File: src/rtl/qlp_pkg.sv
package qlp_pkg;

    localparam int QLP_LANES  = 4;
    localparam int QLP_SMP_W  = 8;
    localparam int QLP_DEPTH  = 80;
    localparam int QLP_THRESH = 64;

    // Per-cycle operation decode shared by the occupancy logic.
    typedef struct packed {
        logic push;    // sample accepted into every lane
        logic pop;     // head entry removed from every lane
        logic drop;    // sample refused because the store is full
        logic starve;  // read issued against an empty store
    } qlp_op_t;

    // Circular pointer advance for a store of arbitrary depth.
    function automatic int qlp_wrap_inc(input int ptr, input int depth);
        return (ptr == depth - 1) ? 0 : ptr + 1;
    endfunction

endpackage

File: src/rtl/qlp_lane_store.sv
module qlp_lane_store #(
    parameter int SMP_W = 8,
    parameter int DEPTH = 80,
    parameter int PTR_W = 7
) (
    input  logic             clk,
    input  logic             we,
    input  logic [PTR_W-1:0] waddr,
    input  logic [SMP_W-1:0] wdata,
    input  logic [PTR_W-1:0] raddr,
    output logic [SMP_W-1:0] rdata
);

    logic [SMP_W-1:0] mem [DEPTH];

    always_ff @(posedge clk) begin
        if (we) begin
            mem[waddr] <= wdata;
        end
    end

    assign rdata = mem[raddr];

endmodule

File: src/rtl/qlp_fill_ctrl.sv
module qlp_fill_ctrl
    import qlp_pkg::*;
#(
    parameter int DEPTH  = 80,
    parameter int THRESH = 64,
    parameter int PTR_W  = 7,
    parameter int CNT_W  = 7
) (
    input  logic             clk,
    input  logic             rst,
    input  logic             en,
    input  logic             valid,
    input  logic             rd,
    output logic             push_en,
    output logic [PTR_W-1:0] wptr,
    output logic [PTR_W-1:0] rptr,
    output logic [CNT_W-1:0] fill,
    output logic             ovf,
    output logic             udf,
    output logic             req
);

    localparam logic [CNT_W-1:0] FULL_CNT = CNT_W'(DEPTH);
    localparam logic [CNT_W-1:0] REQ_CNT  = CNT_W'(THRESH);

    qlp_op_t op;
    logic    is_empty;
    logic    is_full;

    assign is_empty = (fill == '0);
    assign is_full  = (fill == FULL_CNT);

    always_comb begin
        op        = '0;
        op.pop    = en && rd && !is_empty;
        op.starve = en && rd && is_empty;
        op.push   = en && valid && (!is_full || op.pop);
        op.drop   = en && valid && !op.push;
    end

    assign push_en = op.push;

    always_ff @(posedge clk) begin
        if (rst || !en) begin
            wptr <= '0;
            rptr <= '0;
            fill <= '0;
            ovf  <= 1'b0;
            udf  <= 1'b0;
        end else begin
            if (op.push) begin
                wptr <= PTR_W'(qlp_wrap_inc(int'(wptr), DEPTH));
            end
            if (op.pop) begin
                rptr <= PTR_W'(qlp_wrap_inc(int'(rptr), DEPTH));
            end
            fill <= fill + CNT_W'(op.push) - CNT_W'(op.pop);
            ovf  <= ovf | op.drop;
            udf  <= udf | op.starve;
        end
    end

    assign req = en && (fill >= REQ_CNT);

endmodule

File: src/rtl/quad_lane_packer.sv
module quad_lane_packer
    import qlp_pkg::*;
#(
    parameter  int LANES  = QLP_LANES,
    parameter  int SMP_W  = QLP_SMP_W,
    parameter  int DEPTH  = QLP_DEPTH,
    parameter  int THRESH = QLP_THRESH,
    localparam int WORD_W = LANES * SMP_W,
    localparam int PTR_W  = $clog2(DEPTH),
    localparam int CNT_W  = $clog2(DEPTH + 1)
) (
    input  logic              clk,
    input  logic              rst,
    input  logic              acq_en,
    input  logic              smp_valid,
    input  logic [WORD_W-1:0] smp_data,
    input  logic              rd_strobe,
    output logic [WORD_W-1:0] rd_data,
    output logic              dma_req,
    output logic              ovf_flag,
    output logic              udf_flag
);

    logic             push_en;
    logic [PTR_W-1:0] wptr;
    logic [PTR_W-1:0] rptr;
    logic [CNT_W-1:0] fill_cnt;
    logic [WORD_W-1:0] head_word;

    qlp_fill_ctrl #(
        .DEPTH  (DEPTH),
        .THRESH (THRESH),
        .PTR_W  (PTR_W),
        .CNT_W  (CNT_W)
    ) u_ctrl (
        .clk     (clk),
        .rst     (rst),
        .en      (acq_en),
        .valid   (smp_valid),
        .rd      (rd_strobe),
        .push_en (push_en),
        .wptr    (wptr),
        .rptr    (rptr),
        .fill    (fill_cnt),
        .ovf     (ovf_flag),
        .udf     (udf_flag),
        .req     (dma_req)
    );

    // One storage lane per sample slot; all lanes share the pointers.
    for (genvar g = 0; g < LANES; g++) begin : g_lane
        qlp_lane_store #(
            .SMP_W (SMP_W),
            .DEPTH (DEPTH),
            .PTR_W (PTR_W)
        ) u_store (
            .clk   (clk),
            .we    (push_en),
            .waddr (wptr),
            .wdata (smp_data[g*SMP_W +: SMP_W]),
            .raddr (rptr),
            .rdata (head_word[g*SMP_W +: SMP_W])
        );
    end

    assign rd_data = (acq_en && fill_cnt != '0) ? head_word : '0;

endmodule

File: config.mk
export PLATFORM = sky130hd
export DESIGN_NAME = quad_lane_packer
export DESIGN_NICKNAME = d
export VERILOG_FILES = /design/src/rtl/qlp_pkg.sv /design/src/rtl/qlp_lane_store.sv /design/src/rtl/qlp_fill_ctrl.sv /design/src/rtl/quad_lane_packer.sv
export SDC_FILE = /design/constraint.sdc
export NUM_CORES = 2
export LEC_CHECK = 0
export ABC_AREA = 1
export BUFFER_PORTS_ARGS = -buffer_cell sky130_fd_sc_hd__buf_4
export CAP_MARGIN = 20
export CORE_UTILIZATION = 50
export DETAILED_ROUTE_END_ITERATION = 7
export PLACE_DENSITY = 0.65
export RECOVER_POWER = 25
export SETUP_SLACK_MARGIN = 0.15
export SYNTH_ARGS = -nofsm -noshare
export SYNTH_HDL_FRONTEND = slang
export SYNTH_HIERARCHICAL = 1
export SYNTH_SLANG_ARGS = --single-unit
File: constraint.sdc
create_clock -name clk -period 5.46 [get_ports clk]
set_clock_uncertainty 0.15 [all_clocks]
set_input_delay 1.092 -clock clk [delete_from_list [all_inputs] [get_ports clk]]
set_output_delay 1.092 -clock clk [all_outputs]
set_load 0.05 [all_outputs]
==> results by group <==
Finish
  • Final nets: about 9000
  • Share of cells above drive strength 1: 0.0664
  • Fillers: 17410
  • Area growth syn-to-layout: 9.88%

Timing
  • Final Hold Viols: 0
  • Setup_tns: 0 ps
  • Fmax: around 190 MHz
  • Max Slew Vio Count: ~1900
  • Period utilization: 0.943
  • Worst-margin pin slew: about 4500 ps
  • Slew headroom: -2.01
  • Final setup vio count: 0
  • RSZ-0062 raised after global routing: true
  • Fin crit period: 5150 ps
  • Worst hold slack: between 300 and 400 ps

Global routing
  • Total GRT Usage: 0.248
  • Initial antenna violation count: 2
  • Grt ovf: 0
  • Number of global-route vias before repair: approximately 66000
  • Largest net degree at the start of global routing: 189
  • First-pass GRT wire length: roughly 410000 µm

Clock network
  • Clock root buffer: clkbuf_16
  • TritonCTS Buffers: 280
  • Reg clk slew, reported paths: around 60 ps
  • Sink Count: between 2000 and 3000
  • CTS Hold Bufs: 0
  • CTS tree: done
  • Maximum root-to-sink buffer count: 4
  • Clock Latency Late Sink: around 920 ps
  • H-tree levels: 5

Detailed routing
  • DR WL/cell: 22.8 µm
  • Total wire length: approximately 270000 µm
  • First DRT Iteration DRCs: 8117
  • Drt drc: 19
  • Detailed-router iteration count before antenna repair: 8
  • Final ANT Viol Nets: 0
  • Via/cell ratio: 5.83
  • Via count: about 70000

Yosys
  • Synth warnings: 6
  • Seq cells post-synth: 2583
  • Cell count after synthesis: roughly 9000
  • Post-Syn Area per Cell: about 12 µm²
  • Distinct cells, synth: 37
  • Syn Nets: ~9100
  • Sequential fraction of the synthesis area: 0.724
  • Post-Syn Area: ~110000 µm²

Floorplanning
  • Die H: around 460 µm
  • Initial Util: 0.504
  • Area of the core: roughly 210000 µm²
  • Die area: about 220000 µm²
  • Ports: 72
  • Rows: approximately 170
  • Die X: between 400 and 500 µm

Placement
  • RD Place Congestion: slightly below 0.9
  • Port bufs: 71
  • Post-detail-place hpwl: around 150000 µm

Critical path
  • CP required: 4220 ps
  • Worst path cell trace: buf_12 -> nand3_1 -> nand3_1 -> nand3_1 -> nand2_1 -> nand2_1 -> nand3_1 -> nand2_1 -> nand2_1 -> nand2_1 -> inv_1 -> nor3_2 -> buf_4
  • CP Class: register to primary output
  • Crit path top cell by count: nand2_1
  • Arrival @ worst endpoint: 3900 ps
  • Slowest cell delay on critical path: 580 ps
  • Worst Reg-to-Reg Cells: 11
  • Slowest CP cell: buf_12
  • Critical path capture point type: primary output
  • Startpoint types: register
  • Worst-path fanout max: around 190

Power and ir drop
  • Sw Pwr: about 9900 µW
  • Pwr/cell area: roughly 370 nW/µm²
  • Flop pwr share: 0.510
  • Internal power: approximately 33000 µW
  • Sw frac: 0.231
  • Comb pwr share: 0.077
  • Leakage: between 0.04 and 0.05 µW
  • Clock power share: 0.414
  • Worst vdd ir: between 0.0003 and 0.0004 V

Outcome
  • Failing checks: design-rule violations, max-capacitance violations, max-slew violations
  • Status: finished, violations left

Worst hold path
  • Worst min-delay path class: register to register
  • Hold path depth: 1

Flow run
  • Max Cap Viol: 24
==> cell usage after synthesis, drive strengths merged <==
library cell,number,area share
o21a,1,0.000070
or2,1,0.000059
clkbuf,127,0.0045
inv,153,0.0057
nor3,65,0.0030
a211oi,1,0.000070
o21bai,3,0.00025
edfxtp,2560,0.72
nand3b,3,0.00021
nand4,1,0.000059
xnor2,2,0.00016
nand3,1950,0.091
nand2,2588,0.091
o221ai,44,0.0036
fa,1,0.00019
a21oi,11,0.00052
nor2,639,0.023
dfxtp,23,0.0043
o21ai,305,0.014
o22ai,84,0.0049
ha,11,0.0013
buf,437,0.032
==> repair_timing <==
item	CTS	global route
setup endpoints to repair	4	32
gates resized for setup	5	22
gates cloned	0	5
pin swaps	0	0
buffers inserted	3	6
==> path summary, 6_finish.rpt <==
| path | from | end | slack [ps] |
|---|---|---|---|
| hold reg to reg | u_ctrl/ovf | u_ctrl/ovf | 330 |
| hold / removal | u_ctrl/ovf | u_ctrl/ovf | 330 |
| setup reg to reg | u_ctrl/fill[5] | g_lane[0].u_store/mem[5][2] | 1720 |
| setup / recovery | u_ctrl/rptr[1] | rd_data[7] | 310 |
==> worst max-delay path: cells and delay by family, from the launching register on <==
family | cells | cell delay [ps]
and+or+nand+nor | 10 | 1260
DFF | 1 | 500
buffers and inverters | 3 | 900
==> layout make-up <==
type                            instances  area [µm²]  share of cell area
Antenna cell                            2        5.00           0.0000426
Clock buffer                          349        7490              0.0638
Clock inverter                        124         985             0.00839
Inverter                              153         644             0.00549
Multi-Input combinational cell       5710       25000               0.213
Sequential cell                      2583       77400               0.659
Tap cell                             2821        3530              0.0301
Timing Repair Buffer                  227        2320              0.0198
==> power groups by stage <==
stage | logic (µW) | registers, µW | clock network [µW]
after floorplan | 2220 | 22300 | 0
after detailed placement | 3220 | 22300 | 0
final | 3310 | 21900 | 17800
after global routing | 3620 | 21900 | 18800
after CTS | 3240 | 21900 | 18100
after global placement | 3170 | 22300 | 0
==> cells in the final DEF (no fill, tap or decap), types with 32 or more instances in the layout <==
cell type     n
o221ai_1     44
nand3_1    1949
buf_12       32
nor2_1      634
inv_1       136
o21ai_0     247
nand2_1    2584
o22ai_1      84
clkinv_2     45
o21ai_1      56
nor3_1       60
clkbuf_16   294
clkinv_1     54
clkbuf_1     81
buf_4       148
edfxtp_1   2560
==> through the flow <==
step                      worst slack [ps]  power [µW]  cells  utilization  instance area, µm²
after CTS                              137       43200  11955        0.552              117000
after detailed placement               985       25500  11479        0.512              109000
after global routing                  96.2       44300  11969        0.553              117000
after global placement                 998       25500  11476        0.512              109000
final                                  313       43100  11969        0.553              117000
after floorplan                       1560       24500   9010            -              107000
==> per-layer routing <==
metal	routed length (µm)	GRT usage	part of all wire	vias up
li1	-	-	-	31798
met1	112000	0.349	0.41	34327
met2	127000	0.392	0.47	3128
met3	24200	0.0435	0.089	548
met4	8790	0.0825	0.032	0
met5	0	0	0	-
==> cells by family (layout without fill, tap and decap cells) <==
logic type,count (synthesis),after routing,synth area share
buffers and inverters,717,853,0.0419
adders and majority gates,12,12,0.00148
and+or+nand+nor,5247,5247,0.209
DFF,2583,2583,0.724
xor gates and xnor gates,2,2,0.000164
AOI/OAI and AO/OA,449,449,0.0238
other,0,2,0
==> state kept, by name, indices dropped and copies added, names as in the netlist <==
signal              cells
u_ctrl/ovf              1
u_ctrl/wptr             7
u_ctrl/rptr             7
g_lane.u_store/mem   2560
u_ctrl/fill             7
u_ctrl/udf              1
(Power assumes the default switching activity.)
